**config.mk**
```make
export PLATFORM = sky130hd
export DESIGN_NAME = hdlc_rx_deframer
export DESIGN_NICKNAME = d
export VERILOG_FILES = /design/src/rtl/hdlc_rx_pkg.sv /design/src/rtl/hdlc_flag_scan.sv /design/src/rtl/hdlc_octet_collect.sv /design/src/rtl/hdlc_rx_deframer.sv
export SDC_FILE = /design/constraint.sdc
export NUM_CORES = 1
export LEC_CHECK = 0
export BUFFER_PORTS_ARGS = -buffer_cell sky130_fd_sc_hd__buf_2
export CAP_MARGIN = 10
export CORE_MARGIN = 3
export CORE_UTILIZATION = 60
export CTS_BUF_LIST = sky130_fd_sc_hd__clkbuf_16
export CTS_CLUSTER_SIZE = 24
export DETAILED_ROUTE_END_ITERATION = 10
export PLACE_DENSITY_LB_ADDON = 0.25
export SYNTH_ARGS = -nofsm -noshare
export SYNTH_HDL_FRONTEND = slang
export SYNTH_HIERARCHICAL = 1
export SYNTH_SLANG_ARGS = --single-unit
```
**constraint.sdc**
```tcl
create_clock -name clk -period 3.21 [get_ports clk]
set_clock_uncertainty 0.15 [all_clocks]
set_input_delay 0.4815 -clock clk [delete_from_list [all_inputs] [get_ports clk]]
set_output_delay 0.4815 -clock clk [all_outputs]
set_load 0.05 [all_outputs]
```
**src/rtl/hdlc_rx_pkg.sv**
```systemverilog
package hdlc_rx_pkg;
  localparam int OCTET_W = 8;
  localparam int CRC_W   = 16;

  // One bit of a reflected CRC, fed least significant bit first.
  function automatic logic [CRC_W-1:0] crc_lsb_step(
    input logic [CRC_W-1:0] cur,
    input logic             din,
    input logic [CRC_W-1:0] poly_rev
  );
    logic [CRC_W-1:0] shifted;
    shifted = cur >> 1;
    return (cur[0] ^ din) ? (shifted ^ poly_rev) : shifted;
  endfunction

  // Status code bits as seen on {rx_idle, rx_fcs_ok, rx_end}.
  typedef enum logic [2:0] {
    ST_NONE  = 3'b000,
    ST_FLAG  = 3'b100,
    ST_GOOD  = 3'b111,
    ST_BAD   = 3'b101,
    ST_ABORT = 3'b011
  } rx_status_e;
endpackage

```
**src/rtl/hdlc_flag_scan.sv**
```systemverilog
module hdlc_flag_scan #(
  parameter int          WIN_W     = 8,
  parameter logic [7:0]  FLAG_PAT  = 8'h7E,
  parameter int          ABORT_RUN = 7
) (
  input  logic clk,
  input  logic rst_n,
  input  logic bit_en,
  input  logic bit_in,
  output logic flag_hit,
  output logic abort_hit,
  output logic drop_vld,
  output logic drop_bit
);
  localparam int CNT_W = $clog2(WIN_W + 1);
  localparam int RUN_W = $clog2(ABORT_RUN + 1);

  logic [WIN_W-1:0] win_q, win_n;
  logic [CNT_W-1:0] fill_q;
  logic [RUN_W-1:0] run_q;

  // Newest bit enters at the top, oldest leaves from bit 0.
  assign win_n     = {bit_in, win_q[WIN_W-1:1]};
  assign flag_hit  = bit_en && (win_n == FLAG_PAT);
  assign abort_hit = bit_en && bit_in && (run_q == RUN_W'(ABORT_RUN - 1));
  // A bit leaving the window is data only once a whole window has
  // passed since the last flag, so flag bits never reach the payload.
  assign drop_vld  = bit_en && (fill_q == CNT_W'(WIN_W));
  assign drop_bit  = win_q[0];

  always_ff @(posedge clk) begin
    if (!rst_n) begin
      win_q  <= '0;
      fill_q <= '0;
      run_q  <= '0;
    end else if (bit_en) begin
      win_q <= win_n;
      if (!bit_in)                            run_q <= '0;
      else if (run_q != RUN_W'(ABORT_RUN))    run_q <= run_q + 1'b1;
      if (flag_hit)                           fill_q <= '0;
      else if (fill_q != CNT_W'(WIN_W))       fill_q <= fill_q + 1'b1;
    end
  end
endmodule

```
**src/rtl/hdlc_octet_collect.sv**
```systemverilog
module hdlc_octet_collect
  import hdlc_rx_pkg::*;
#(
  parameter int                STUFF_RUN    = 5,
  parameter int                MIN_OCTETS   = 2,
  parameter logic [CRC_W-1:0]  CRC_INIT     = 16'hFFFF,
  parameter logic [CRC_W-1:0]  CRC_POLY_REV = 16'h8408,
  parameter logic [CRC_W-1:0]  CRC_GOOD     = 16'hF0B8
) (
  input  logic               clk,
  input  logic               rst_n,
  input  logic               bit_vld,
  input  logic               bit_d,
  input  logic               clear,
  output logic               byte_done,
  output logic [OCTET_W-1:0] byte_val,
  output logic               any_n,
  output logic               aligned_n,
  output logic               long_n,
  output logic               crc_ok_n
);
  localparam int ONES_W = $clog2(STUFF_RUN + 2);
  localparam int BIT_W  = $clog2(OCTET_W);
  localparam int NB_W   = $clog2(MIN_OCTETS + 1);

  logic [ONES_W-1:0]  ones_q, ones_n;
  logic [CRC_W-1:0]   crc_q, crc_n;
  logic [OCTET_W-1:0] sh_q, sh_n;
  logic [BIT_W-1:0]   bcnt_q, bcnt_n;
  logic [NB_W-1:0]    nb_q, nb_n;
  logic               got_q;
  logic               stuffed, take;

  assign stuffed = bit_vld && !bit_d && (ones_q == ONES_W'(STUFF_RUN));
  assign take    = bit_vld && !stuffed;

  always_comb begin
    ones_n = ones_q;
    if (bit_vld) begin
      if (!bit_d)                                 ones_n = '0;
      else if (ones_q != ONES_W'(STUFF_RUN + 1))  ones_n = ones_q + 1'b1;
    end
    sh_n   = take ? {bit_d, sh_q[OCTET_W-1:1]} : sh_q;
    bcnt_n = take ? bcnt_q + 1'b1 : bcnt_q;
    crc_n  = take ? crc_lsb_step(crc_q, bit_d, CRC_POLY_REV) : crc_q;
  end

  assign byte_done = take && (bcnt_q == BIT_W'(OCTET_W - 1));
  assign byte_val  = sh_n;
  assign nb_n      = (byte_done && nb_q != NB_W'(MIN_OCTETS)) ? nb_q + 1'b1 : nb_q;
  assign any_n     = got_q || take;
  assign aligned_n = (bcnt_n == '0);
  assign long_n    = (nb_n == NB_W'(MIN_OCTETS));
  assign crc_ok_n  = (crc_n == CRC_GOOD);

  always_ff @(posedge clk) begin
    if (!rst_n || clear) begin
      ones_q <= '0;
      crc_q  <= CRC_INIT;
      sh_q   <= '0;
      bcnt_q <= '0;
      nb_q   <= '0;
      got_q  <= 1'b0;
    end else begin
      ones_q <= ones_n;
      crc_q  <= crc_n;
      sh_q   <= sh_n;
      bcnt_q <= bcnt_n;
      nb_q   <= nb_n;
      got_q  <= any_n;
    end
  end
endmodule

```
**src/rtl/hdlc_rx_deframer.sv**
```systemverilog
module hdlc_rx_deframer
  import hdlc_rx_pkg::*;
#(
  parameter int          WIN_W      = 8,
  parameter logic [7:0]  FLAG_PAT   = 8'h7E,
  parameter int          ABORT_RUN  = 7,
  parameter int          STUFF_RUN  = 5,
  parameter int          MIN_OCTETS = 2
) (
  input  logic               clk,
  input  logic               rst_n,
  input  logic               bit_en,
  input  logic               bit_in,
  output logic [OCTET_W-1:0] rx_data,
  output logic               rx_data_en,
  output logic               rx_idle,
  output logic               rx_fcs_ok,
  output logic               rx_end
);
  logic               flag_hit, abort_hit, drop_vld, drop_bit;
  logic               byte_done, any_n, aligned_n, long_n, crc_ok_n;
  logic [OCTET_W-1:0] byte_val;
  logic               in_frame;
  logic               feed, frame_end, frame_abort, frame_good, clear;

  hdlc_flag_scan #(
    .WIN_W(WIN_W), .FLAG_PAT(FLAG_PAT), .ABORT_RUN(ABORT_RUN)
  ) u_scan (
    .clk(clk), .rst_n(rst_n), .bit_en(bit_en), .bit_in(bit_in),
    .flag_hit(flag_hit), .abort_hit(abort_hit),
    .drop_vld(drop_vld), .drop_bit(drop_bit)
  );

  assign feed        = drop_vld && in_frame;
  assign frame_end   = flag_hit && in_frame && any_n;
  assign frame_abort = abort_hit && in_frame;
  assign frame_good  = aligned_n && long_n && crc_ok_n;
  assign clear       = flag_hit || frame_abort;

  hdlc_octet_collect #(
    .STUFF_RUN(STUFF_RUN), .MIN_OCTETS(MIN_OCTETS)
  ) u_collect (
    .clk(clk), .rst_n(rst_n), .bit_vld(feed), .bit_d(drop_bit),
    .clear(clear), .byte_done(byte_done), .byte_val(byte_val),
    .any_n(any_n), .aligned_n(aligned_n), .long_n(long_n),
    .crc_ok_n(crc_ok_n)
  );

  always_ff @(posedge clk) begin
    if (!rst_n) begin
      in_frame   <= 1'b0;
      rx_data    <= '0;
      rx_data_en <= 1'b0;
      rx_idle    <= 1'b0;
      rx_fcs_ok  <= 1'b0;
      rx_end     <= 1'b0;
    end else begin
      rx_data_en <= byte_done && !frame_abort;
      if (byte_done) rx_data <= byte_val;
      rx_idle    <= flag_hit;
      rx_fcs_ok  <= (frame_end && frame_good) || frame_abort;
      rx_end     <= frame_end || frame_abort;
      if (flag_hit)         in_frame <= 1'b1;
      else if (frame_abort) in_frame <= 1'b0;
    end
  end
endmodule

```
* After elaboration in Yosys (flattened, before gate mapping)
Cells that the tools add are included.
Storage, ports and cells: flip-flop bits (word level) 61, input bits 4, output and inout port bits 12, logic and storage cells 80
Operators by class: $add $sub $neg 5, eq/ne operators 13, muxes and demuxes 13, bitwise gates (word level) 2, reductions and logical operators 32
Operators by type and width (number):
- 16-bit two-way mux | 2
- 1-bit logical AND | 17
- 16-bit == test (second input constant) | 1
- 3-bit two-way mux | 5
- 3-bit by 1-bit adder with 3-bit output (second input constant) | 3
- 3-bit == test (second input constant) | 3
- 8-bit by 7-bit == test with 1-bit output (second input constant) | 1
- 4-bit two-way mux | 2
- 8-bit two-way mux | 1
- 3-bit inequality test (second input constant) | 2
- 2-bit AND reduction | 3
- 1-bit logical OR | 5
- 4-bit by 1-bit adder with 4-bit output (second input constant) | 1
- 4-bit == test (second input constant) | 1
- 1-bit zero test | 4
- 2-bit by 1-bit inequality test with 1-bit output (second input constant) | 2
- 4-bit inequality test (second input constant) | 1
- 2-bit nonzero test | 2
- 3-bit zero test | 1
- 2-bit NOT with 3-bit output | 1
- 2-bit by 1-bit adder with 2-bit output (second input constant) | 1
- 2-bit == test (second input constant) | 1
- 1-bit two-way mux | 2
- 2-bit two-way mux | 1
- other kinds (2) | 2

* Depth between registers and ports, before layout
Gate-level depths: netlist of run 1.
depth in word-level cells 15, mapped depth 13, depth with buffers taken out 10

* By module
The synthesis of run 1 kept the hierarchy.
Modules (own cells, without submodules):
- hdlc_octet_collect | instances 1, cells an instance 173, area each 1535.2 µm², seq. area each 660.6 µm²
- hdlc_flag_scan | instances 1, cells an instance 79, area each 767.0 µm², seq. area each 300.3 µm²
- hdlc_rx_deframer | instances 1, cells an instance 43, area each 475.5 µm², seq. area each 260.2 µm²

* Worst setup path after synthesis of run 1
No wires, ideal clock.
path type input-to-reg, start point input bit_en, end point register rx_data[0], setup time 0.117 ns, data arrival time 2.150 ns, required time 2.943 ns, setup slack 0.793 ns, cell stages on the path 13, path buffers 6, path through buf_6 buf_6 inv_1 nor2_1 and2_1 buf_2 o21a_1 buf_2 buf_2 and2_1 buf_6 mux2i_1 nor2b_1
On the way: cells in the longest elaborated chain, start to end 7
RTL lines:
- from (decl) | RTL line hdlc_rx_deframer.sv:12 | input logic bit_en,
- 1-bit logical AND (*) | RTL line hdlc_flag_scan.sv:28 | assign drop_vld = bit_en && (fill_q == CNT_W'(WIN_W));
- net drop_vld | RTL line hdlc_rx_deframer.sv:20 | logic flag_hit, abort_hit, drop_vld, drop_bit;
- 1-bit logical AND (*) | RTL line hdlc_rx_deframer.sv:34 | assign feed = drop_vld && in_frame;
- net feed | RTL line hdlc_rx_deframer.sv:24 | logic feed, frame_end, frame_abort, frame_good, clear;
- 1-bit logical AND (2 in series) | RTL line hdlc_octet_collect.sv:34 | assign stuffed = bit_vld && !bit_d && (ones_q == ONES_W'(STUFF_RUN));
- 1-bit zero test | RTL line hdlc_octet_collect.sv:35 | assign take = bit_vld && !stuffed;
- 1-bit logical AND (*) | RTL line hdlc_octet_collect.sv:35
- 1-bit logical AND (*) | RTL line hdlc_octet_collect.sv:48 | assign byte_done = take && (bcnt_q == BIT_W'(OCTET_W - 1));
- net byte_done | RTL line hdlc_rx_deframer.sv:21 | logic byte_done, any_n, aligned_n, long_n, crc_ok_n;
- to (signal assigned) | RTL line hdlc_rx_deframer.sv:59 | if (byte_done) rx_data <= byte_val;
- to (decl) | RTL line hdlc_rx_deframer.sv:14 | output logic [OCTET_W-1:0] rx_data,
Mark *: on every way through the listed nets, which the timed path passes. The rest lies on a longest branch. A chain may end at the register's enable or synchronous reset.

* Worst setup path in the final report of run 1
start point register u_scan.fill_q[0], end point register rx_fcs_ok
RTL lines:
- from (decl) | RTL line hdlc_flag_scan.sv:19 | logic [CNT_W-1:0] fill_q;
- from (signal assigned) | RTL line hdlc_flag_scan.sv:41 | else if (fill_q != CNT_W'(WIN_W)) fill_q <= fill_q + 1'b1;
- 4-bit == test (*) | RTL line hdlc_flag_scan.sv:28
- 1-bit logical AND (*) | RTL line hdlc_flag_scan.sv:28
- net drop_vld | RTL line hdlc_rx_deframer.sv:20
- 1-bit logical AND (*) | RTL line hdlc_rx_deframer.sv:34
- net feed | RTL line hdlc_rx_deframer.sv:24
- 1-bit logical AND (2 in series) | RTL line hdlc_octet_collect.sv:34
- 1-bit zero test | RTL line hdlc_octet_collect.sv:35
- 1-bit logical AND (*) | RTL line hdlc_octet_collect.sv:35
- 16-bit two-way mux (*) | RTL line hdlc_octet_collect.sv:45 | crc_n = take ? crc_lsb_step(crc_q, bit_d, CRC_POLY_REV) : crc_q;
- 16-bit == test (*) | RTL line hdlc_octet_collect.sv:54 | assign crc_ok_n = (crc_n == CRC_GOOD);
- net crc_ok_n | RTL line hdlc_rx_deframer.sv:21
- 1-bit logical AND (*) | RTL line hdlc_rx_deframer.sv:37 | assign frame_good = aligned_n && long_n && crc_ok_n;
- 1-bit logical AND (*) | RTL line hdlc_rx_deframer.sv:61 | rx_fcs_ok <= (frame_end && frame_good) || frame_abort;
- 1-bit logical OR (*) | RTL line hdlc_rx_deframer.sv:61
- to (signal assigned) | RTL line hdlc_rx_deframer.sv:61
- to (decl) | RTL line hdlc_rx_deframer.sv:17 | output logic rx_fcs_ok,
Marked as above.

==> results of run 1 <==
[worst min-delay path by stage]
stage	startpoint	endpoint	slack, ns
6_report	bit_in	u_scan/run_q[1]$_SDFFE_PN0P_	0.32
5_1_grt	bit_in	u_scan/run_q[1]$_SDFFE_PN0P_	0.34
4_1_cts	bit_in	u_scan/run_q[1]$_SDFFE_PN0P_	0.32
3_5_place_dp	u_collect/nb_q[1]$_SDFF_PP0_	u_collect/nb_q[1]$_SDFF_PP0_	0.33
3_3_place_gp	u_collect/crc_q[13]$_SDFF_PP1_	u_collect/crc_q[12]$_SDFF_PP1_	0.33
2_1_floorplan	u_collect/crc_q[13]$_SDFF_PP1_	u_collect/crc_q[12]$_SDFF_PP1_	0.30
[critical path, stage by stage (launching register included)]
cell      delay (ns)
dfxtp_1         0.32
inv_1           0.08
ha_1            0.18
nand3b_1        0.13
nor2_1          0.09
and2_1          0.35
o21a_1          0.33
buf_4           0.27
nand2_1         0.09
a221oi_2        0.28
a32oi_1         0.13
nor3_1          0.18
[cells by family after synthesis]
group	synth area share (%)
adder cells (fa/ha/maj)	4.95
AND/OR/NAND/NOR	25.5
AO/OA/AOI/OAI	10.7
buffers and inverters	4.68
multiplexers	8.02
flip-flops	44.0
XOR/XNOR	2.16
[stage by stage]
stage | setup slack [ns] | utilization [%] | hold slack [ns]
final | 0.539 | 72.0 | 0.319
after global placement | 0.733 | 64.3 | 0.326
after floorplan | 0.793 | - | 0.305
after global routing | 0.250 | 72.0 | 0.338
after detailed placement | 0.563 | 64.3 | 0.332
after CTS | 0.544 | 72.0 | 0.317
[metal layers]
layer	global-route usage [%]	vias up	routed length, um
met5	0	-	0
met4	9.05	0	74
met3	6.49	8	181
met2	33.9	34	2370
met1	29.2	947	2520
li1	-	1039	-
[flip-flops by register name (all words and copies together), names as in the netlist]
name / count
u_scan/fill_q: 4
u_collect/sh_q: 8
u_collect/crc_q: 16
rx_data_en: 1
u_collect/nb_q: 2
rx_data: 8
u_scan/win_q: 8
in_frame: 1
rx_idle: 1
u_collect/bcnt_q: 3
rx_fcs_ok: 1
u_collect/ones_q: 3
u_collect/got_q: 1
rx_end: 1
u_scan/run_q: 3
[cells in the final DEF, fill, tap and decap left out, types with 6 or more instances in the layout]
master,instances
a21oi_1,10
and2_1,13
buf_2,15
clkbuf_16,9
dfxtp_1,61
ha_1,11
inv_1,8
mux2_2,6
mux2i_1,14
nand2_1,52
nand3_1,22
nor2_1,9
nor2b_1,16
[layout make-up]
cell class	instances	area, sq um
Inverter	8	30.0
Clock inverter	7	114
Fill cell	320	1230
Sequential cell	61	1220
Clock buffer	9	225
Timing Repair Buffer	18	97.6
Tap cell	52	65.1
Multi-Input combinational cell	210	1430
[power by group through the flow]
stage	Clock, W	Sequential (W)	Combinational (W)
after global routing	0.00113	0.000766	0.0000448
after floorplan	0	0.000781	0.0000323
final	0.00108	0.000767	0.0000396
after detailed placement	0	0.000782	0.0000391
after global placement	0	0.000782	0.0000390
after CTS	0.00109	0.000766	0.0000396
==> impl_results.md, run 1 <==
* Status: completed
* Leakage at 1.32 nW
* Maximum VDD drop at 0.372 mV
* PortBufs at 15
* Die width at 74.0 um
* Most used DFF post-synth: dfxtp_1
* Antenna Nets Post-Route at 0
* DR pass1 iterations at 4
* Most common cell in the netlist: dfxtp_1
* Die area at 5480 sq um
* Max Cap Violations at 0
* Power per cell area at 594 nW/um^2
* Max-slew headroom at 51.3%
* Vias in the first global route at 1971
* Yosys warnings at 6
* I/O Pins at 16
* Post-synthesis instance total at 295
* Hpwl dp at 3300 um
* Synth area leaders: dfxtp_1 (44%), nand2_1 (7.0%), mux2i_1 (5.0%), ha_1 (5.0%), nand3_1 (4.0%)
* Num Clock Sinks at 61
* R2r worst-path depth at 11
* # DRC at 0
* Post-synthesis instance area at 2780 sq um
* Area post-placement at 2840 sq um
* Post-synthesis net count at 310
* Area Growth Syn to Fin at 14.5%
* Worst-skew pair later-pin latency at 0.32 ns
* Placed insts at 349
* Mapped Avg Cell Area at 9.42 sq um
* Post-synth EDFFs at 0
* Clock Power Share at 57.3%
* FFs w/ async S/R, synth at 0%
* Reg2reg end: rx_fcs_ok$_SDFF_PN0_
* Final Setup Violations at 0
* Nets at 323
* Ant diodes at 0
* Comb pwr share at 2.1%
* HP Class: primary input to register
* WL final at 5140 um
* Vias at 2028
* Core area at 4410 sq um
* Critical R2R Launch: u_scan/fill_q[0]$_SDFFE_PN0P_
* Critical path startpoint category: register
* Total grt overflow at 0
* Fmax at 0.374 GHz
* Initial antenna violation count at 0
* Critical path data required time at 3.29 ns
* H-Tree Depth at 3
* Final instance area at 3180 sq um
* Post-route insts no fill at 365
* GRT Total Usage at 22.1%
* Final Max Tran Viols at 0
* Net Sw Frac at 18.9%
* RSZ-0062 raised after global routing: no
* Initial DRC Count at 148
* CP arrival at 2.76 ns
* Flop2flop setup slack at 0.54 ns
* GPL Wtd Cong at 0.714
* Commonest cells in the netlist: dfxtp_1 (61), nand2_1 (52), nand3_1 (22)
* Total power at 0.00189 W
* Hold buffer count at cts at 0
* P_int at 0.00153 W
* Yosys top cell area share at 44.0%
* Clock buffer depth at 2
* Fin. Hold Viols at 0
* Clock slew at reported path FFs at 0.05 ns
* Psw at 0.000356 W
* Hold path depth at 3
* Kind of critical path: register to register
* Seq cells post-synth at 61
* Distinct cells, synth at 52
* Critical path endpoint: rx_fcs_ok$_SDFF_PN0_
* Drt wl/cell at 14.1 um
* Starting density of the core at 62.9%
* Worst setup path start: u_scan/fill_q[0]$_SDFFE_PN0P_
* Synth area leader: dfxtp_1
* Post-CTS setup repair buffer count at 0
* Final Cycle Share at 83.2%
* Seq/Total Area, Yosys at 44.0%
* Crit-path max FO at 18
* # rows at 24
* Sequential share of power at 40.6%
* CTS tree: built
* Via/cell ratio at 5.56
* CTS buffer count at 9
* Setup TNS at 0 ns
* CTS root buf: clkbuf_16
* Share of layout cells above drive strength 1 at 16.0%
* Worst Setup End Kind: register
* Largest net degree at the start of global routing at 29
* Resize count post-CTS at 0
* Die Ht at 74.0 um
* Worst slew pin tran at 0.727 ns
* Fin crit period at 2.67 ns
* First-pass GRT wire length at 9160 um
(Power assumes the default switching activity.)
==> run 2, diff against run 1 <==
clock period = 2.8 ns   (was 3.21 ns; I/O delays follow)
==> run 2 against run 1 <==
  * Global-route usage decreased by 0.90 points
  * Clock power increased by 9%
  * Combinational power increased by 19%
  * Register-to-register slack got worse by 0.20 ns
  * Core utilization increased by 0.54 points
  * First-iteration DRC count decreased by 11%
  * Wire length increased by 2.0%
  * Critical path type unchanged
  * Sequential power increased by 15%
  * Largest cell class unchanged
  * Fmax increased by 8.3%
  * Cell area increased by 0.75%
==> impl_results.md, run 2 (same netlist as run 1, synthesis figures left out) <==
* Ant diodes at 0 (unchanged)
* GRT Total Usage at 21.2% (was 22.1%)
* Nets at 328 (was 323)
* Max Cap Violations at 0 (unchanged)
* Final Max Tran Viols at 0 (unchanged)
* Hpwl dp at 3370 um (was 3300 um)
* Final hold slack at 0.251 ns (was 0.319 ns)
* P_int at 0.00168 W (was 0.00153 W)
* Clock slew at reported path FFs at 0.05 ns (about the same)
* Final Setup Violations at 0 (unchanged)
* CTS tree: built (unchanged)
* Flop2flop setup slack at 0.33 ns (was 0.54 ns)
* Final Cycle Share at 88.1% (was 83.2%)
* Psw at 0.000426 W (was 0.000356 W)
* Final instance area at 3200 sq um (was 3180 sq um)
* Initial antenna violation count at 0 (unchanged)
* HP Class: primary input to register (unchanged)
* Leakage at 1.35 nW (was 1.32 nW)
* # DRC at 0 (unchanged)
* Total grt overflow at 0 (unchanged)
* Net Sw Frac at 20.3% (was 18.9%)
* # fillers at 334 (was 320)
* First-pass GRT wire length at 8740 um (was 9160 um)
* Die area at 5480 sq um (unchanged)
* Resize count post-CTS at 0 (unchanged)
* Vias in the first global route at 1917 (was 1971)
* DR pass1 iterations at 4 (unchanged)
* Via/cell ratio at 5.58 (was 5.56)
* # rows at 24 (unchanged)
* Comb pwr share at 2.2% (was 2.1%)
* Vias at 2066 (was 2028)
* Num Clock Sinks at 61 (unchanged)
* Fin crit period at 2.47 ns (was 2.67 ns)
* Worst path max stage delay at 0.36 ns (was 0.35 ns)
* GPL Wtd Cong at 0.786 (was 0.714)
* CTS buffer count at 9 (unchanged)
* Share of layout cells above drive strength 1 at 17.6% (was 16.0%)
* Fmax at 0.406 GHz (was 0.374 GHz)
* Critical path data required time at 2.90 ns (was 3.29 ns)
* Worst slew pin tran at 0.788 ns (was 0.727 ns)
* Crit-path slowest cell: dfxtp_1 (was and2_1)
* Drt wl/cell at 14.2 um (was 14.1 um)
* Most frequent cells in the layout: dfxtp_1 (61), nand2_1 (52), nand3_1 (22), nor2b_1 (16), buf_2 (15) (unchanged)
* PortBufs at 15 (unchanged)
* Area post-placement at 2880 sq um (was 2840 sq um)
* RSZ-0062 raised after global routing: no (unchanged)
* Crit path cell chain: inv_1 > ha_1 > nand3b_1 > nor2_1 > and2_1 > buf_4 > o21ai_4 > nand4b_1 > a221oi_2 > a32oi_1 > nor3_1 (was inv_1 > ha_1 > nand3b_1 > nor2_1 > and2_1 > o21a_1 > buf_4 > nand2_1 > a221oi_2 > a32oi_1 > nor3_1)
* Antenna Nets Post-Route at 0 (unchanged)
* Worst Setup End Kind: register (unchanged)
* Reg with most FFs: u_collect/crc_q (unchanged)
* Hold buffer count at cts at 0 (unchanged)
* Worst-skew pair later-pin latency at 0.33 ns (was 0.32 ns)
* Fin. Hold Viols at 0 (unchanged)
* CTS root buf: clkbuf_16 (unchanged)
* WL final at 5240 um (was 5140 um)
* Core area at 4410 sq um (unchanged)
* Die Ht at 74.0 um (unchanged)
* Area Growth Syn to Fin at 15.3% (was 14.5%)
* Post-CTS setup repair buffer count at 0 (unchanged)
* I/O Pins at 16 (unchanged)
* H-Tree Depth at 3 (unchanged)
* Max-slew headroom at 47.3% (was 51.3%)
* Largest register FFs at 16 (unchanged)
* Setup TNS at 0 ns (unchanged)
* Sequential share of power at 41.8% (was 40.6%)
* Die width at 74.0 um (unchanged)
* Largest net degree at the start of global routing at 29 (unchanged)
* Kind of critical path: register to register (unchanged)
* Crit-path max FO at 28 (was 18)
* Power per cell area at 656 nW/um^2 (was 594 nW/um^2)
* Most common cell after layout, fill and taps aside: dfxtp_1 (unchanged)
* Total power at 0.00210 W (was 0.00189 W)
* Critical path startpoint category: register (unchanged)
* CP arrival at 2.56 ns (was 2.76 ns)
* Initial DRC Count at 131 (was 148)
* Clock Power Share at 55.9% (was 57.3%)
* Starting density of the core at 62.9% (unchanged)
* Clock buffer depth at 2 (unchanged)
* Maximum VDD drop at 0.439 mV (was 0.372 mV)
* Status: completed (unchanged)
[run 2: cell count changes in the layout (fill, tap and decap cells not counted), sizes merged]
cell	previous run	this run
buf	18	23
clkinv	2	5
clkinvlp	2	0
bufinv	3	2
[run 2: power groups by stage]
stage,Combinational (W),Sequential (W),Clock [W]
after global routing,0.0000526,0.000879,0.00124
final,0.0000472,0.000879,0.00118
after floorplan,0.0000370,0.000896,0
after global placement,0.0000463,0.000897,0
after detailed placement,0.0000472,0.000897,0
after CTS,0.0000472,0.000878,0.00120
[run 2: worst paths after layout]
| check | depth (start not counted) | end | startpoint |
|---|---|---|---|
| worst min register to register | 2 | u_collect/crc_q[12]$_SDFF_PP1_ | u_collect/crc_q[13]$_SDFF_PP1_ |
| worst max register to register | 11 | rx_fcs_ok$_SDFF_PN0_ | u_scan/fill_q[0]$_SDFFE_PN0P_ |
| worst min-delay path | 3 | u_scan/run_q[1]$_SDFFE_PN0P_ | bit_in |
| worst max-delay path | 11 | rx_fcs_ok$_SDFF_PN0_ | u_scan/fill_q[0]$_SDFFE_PN0P_ |
[run 2: worst max-delay path: cells and delay by family, from the launching register on]
family	cells	cell delay [ns]
AOI/OAI and AO/OA	3	0.69
adders and majority gates	1	0.22
buffers and inverters	2	0.24
DFF	1	0.36
and+or+nand+nor	5	0.70
[run 2: final cells by class]
cell class / count / area [sq um] / area share [%]
Clock buffer: 9 / 225 / 7.03
Inverter: 8 / 30.0 / 0.938
Tap cell: 52 / 65.1 / 2.03
Sequential cell: 61 / 1220 / 38.1
Clock inverter: 7 / 100 / 3.13
Multi-Input combinational cell: 210 / 1430 / 44.5
Timing Repair Buffer: 23 / 135 / 4.22
[run 2: per-stage QoR]
stage	setup WS (ns)	instances	utilization, %
6_report	0.335	370	72.6
5_1_grt	0.132	370	72.6
4_1_cts	0.342	370	72.6
3_5_place_dp	0.369	354	65.2
3_3_place_gp	0.377	354	65.2
2_1_floorplan	0.445	295	-
[run 2: metal layers]
| metal | vias to the layer above | routed length, um | GRT usage [%] |
|---|---|---|---|
| met5 | - | 0 | 0 |
| met4 | 0 | 63 | 8.25 |
| met3 | 5 | 196 | 7.30 |
| met2 | 42 | 2350 | 30.2 |
| met1 | 965 | 2640 | 29.5 |
| li1 | 1054 | - | - |
==> run 3, diff against run 2 <==
PLACE_DENSITY = 0.79   (was default)
PLACE_DENSITY_LB_ADDON = default   (was 0.25)
==> run 3 against run 2 <==
  * Via count is 0.77% lower
  * First-iteration DRC count is 21% higher
  * Total power is 1.9% lower
  * Largest cell class unchanged
  * Largest power group unchanged
==> impl_results.md, run 3 (same netlist as run 1, synthesis figures left out) <==
* CTS tree: built (unchanged)
* Total power at 0.00206 W (was 0.00210 W)
* HP Class: primary input to register (unchanged)
* Comb pwr share at 2.2% (about the same)
* Area Growth Syn to Fin at 14.1% (was 15.3%)
* Maximum VDD drop at 0.476 mV (was 0.439 mV)
* Fin crit period at 2.48 ns (was 2.47 ns)
* Fmax at 0.404 GHz (was 0.406 GHz)
* Reg2reg end: rx_fcs_ok$_SDFF_PN0_ (unchanged)
* PortBufs at 15 (unchanged)
* Final Setup Violations at 0 (unchanged)
* Largest net degree at the start of global routing at 29 (unchanged)
* Via/cell ratio at 5.57 (was 5.58)
* Flop2flop setup slack at 0.32 ns (was 0.33 ns)
* Power per cell area at 650 nW/um^2 (was 656 nW/um^2)
* Final Max Tran Viols at 0 (unchanged)
* Resize count post-CTS at 0 (unchanged)
* WL final at 5170 um (was 5240 um)
* Worst-skew pair later-pin latency at 0.32 ns (was 0.33 ns)
* Worst Setup End Kind: register (unchanged)
* Antenna Nets Post-Route at 0 (unchanged)
* GPL Wtd Cong at 0.807 (was 0.786)
* R2r worst-path depth at 11 (unchanged)
* Nets at 326 (was 328)
* First-pass GRT wire length at 9050 um (was 8740 um)
* Starting density of the core at 62.9% (unchanged)
* Max-slew headroom at 52.7% (was 47.3%)
* Hold path depth at 3 (unchanged)
* Core area at 4410 sq um (unchanged)
* Total grt overflow at 0 (unchanged)
* CP arrival at 2.57 ns (was 2.56 ns)
* # DRC at 0 (unchanged)
* Hold buffer count at cts at 0 (unchanged)
* Die width at 74.0 um (unchanged)
* Reg with most FFs: u_collect/crc_q (unchanged)
* Critical path data required time at 2.90 ns (about the same)
* Clock slew at reported path FFs at 0.05 ns (about the same)
* Leakage at 1.34 nW (was 1.35 nW)
* P_int at 0.00166 W (was 0.00168 W)
* Most frequent cells in the layout: dfxtp_1 (61), nand2_1 (52), nand3_1 (22), nor2b_1 (16), buf_2 (15) (unchanged)
* I/O Pins at 16 (unchanged)
* Vias in the first global route at 2044 (was 1917)
* Share of layout cells above drive strength 1 at 16.5% (was 17.6%)
* Kind of critical path: register to register (unchanged)
* Post-CTS setup repair buffer count at 0 (unchanged)
* Vias at 2050 (was 2066)
* Hpwl dp at 3330 um (was 3370 um)
* Psw at 0.000403 W (was 0.000426 W)
* Post-route insts no fill at 368 (was 370)
* Drt wl/cell at 14.0 um (was 14.2 um)
* Fin. Hold Viols at 0 (unchanged)
* Final core utilization at 71.8% (was 72.6%)
* Initial DRC Count at 159 (was 131)
* Worst Min Path Start: bit_in (unchanged)
* Crit-path max FO at 28 (unchanged)
* CTS buffer count at 9 (unchanged)
* Ant diodes at 0 (unchanged)
* Die area at 5480 sq um (unchanged)
* Status: completed (unchanged)
* DR pass1 iterations at 4 (unchanged)
* Max Cap Violations at 0 (unchanged)
* Critical path startpoint category: register (unchanged)
* Num Clock Sinks at 61 (unchanged)
* RSZ-0062 raised after global routing: no (unchanged)
* Worst slew pin tran at 0.707 ns (was 0.788 ns)
* Largest register FFs at 16 (unchanged)
* Setup TNS at 0 ns (unchanged)
* Net Sw Frac at 19.6% (was 20.3%)
* Most common cell after layout, fill and taps aside: dfxtp_1 (unchanged)
* Critical R2R Launch: u_scan/fill_q[0]$_SDFFE_PN0P_ (unchanged)
* # rows at 24 (unchanged)
* Sequential share of power at 42.7% (was 41.8%)
* Initial antenna violation count at 0 (unchanged)
* Clock buffer depth at 2 (unchanged)
* Final Cycle Share at 88.5% (was 88.1%)
* Clock Power Share at 55.1% (was 55.9%)
* GRT Total Usage at 21.4% (was 21.2%)
* Placed insts at 352 (was 354)
* H-Tree Depth at 3 (unchanged)
* Worst Hold Path EP: u_scan/run_q[1]$_SDFFE_PN0P_ (unchanged)
* Die Ht at 74.0 um (unchanged)
* CTS root buf: clkbuf_16 (unchanged)
==> run 3: cell type report <==
class | instances | area (sq um)
Clock buffer | 9 | 225
Clock inverter | 7 | 82.6
Fill cell | 325 | 1240
Inverter | 8 | 30.0
Multi-Input combinational cell | 210 | 1430
Sequential cell | 61 | 1220
Tap cell | 52 | 65.1
Timing Repair Buffer | 21 | 120
==> run 3: stage by stage <==
step	setup slack, ns	hold WS (ns)	area, sq um
after detailed placement	0.343	0.332	2860
final	0.322	0.268	3170
after global placement	0.429	0.324	2860
after floorplan	0.445	0.305	2780
after CTS	0.339	0.267	3170
after global routing	0.0552	0.309	3170
==> run 3: worst max-delay path by stage <==
stage | from | end | slack, ns | cells past startpoint
after floorplan | bit_en | rx_data[0]$_SDFFE_PN0P_ | 0.44 | 13
final | u_scan/fill_q[0]$_SDFFE_PN0P_ | rx_fcs_ok$_SDFF_PN0_ | 0.32 | 11
after detailed placement | bit_en | rx_fcs_ok$_SDFF_PN0_ | 0.34 | 10
after CTS | u_scan/fill_q[0]$_SDFFE_PN0P_ | rx_fcs_ok$_SDFF_PN0_ | 0.34 | 11
after global placement | bit_en | rx_fcs_ok$_SDFF_PN0_ | 0.43 | 10
after global routing | u_scan/fill_q[0]$_SDFFE_PN0P_ | rx_fcs_ok$_SDFF_PN0_ | 0.06 | 11
==> run 3: power by group through the flow <==
stage / clock network [W] / logic, W / registers (W)
after floorplan: 0 / 0.0000370 / 0.000896
after global placement: 0 / 0.0000434 / 0.000897
after detailed placement: 0 / 0.0000447 / 0.000897
after CTS: 0.00114 / 0.0000461 / 0.000879
after global routing: 0.00117 / 0.0000511 / 0.000880
final: 0.00114 / 0.0000458 / 0.000880
==> run 3: metal layers <==
| metal | up-vias | GRT usage (%) | wire [um] | share of wire (%) |
|---|---|---|---|---|
| met5 | - | 0 | 0 | 0 |
| met4 | 0 | 9.26 | 96 | 1.9 |
| met3 | 13 | 4.86 | 186 | 3.6 |
| met2 | 38 | 34.4 | 2380 | 46 |
| met1 | 957 | 27.5 | 2510 | 49 |
| li1 | 1042 | - | - | - |
==> run 3: critical path, cell delays in order (launching register included) <==
cell and delay [ns]:
dfxtp_1 0.37, inv_1 0.08, ha_1 0.24, nand3b_1 0.16, nor2_1 0.05, and2_1 0.16
buf_4 0.17, o21ai_4 0.26, nand4b_1 0.22, a221oi_2 0.27, a32oi_1 0.12, nor3_1 0.14
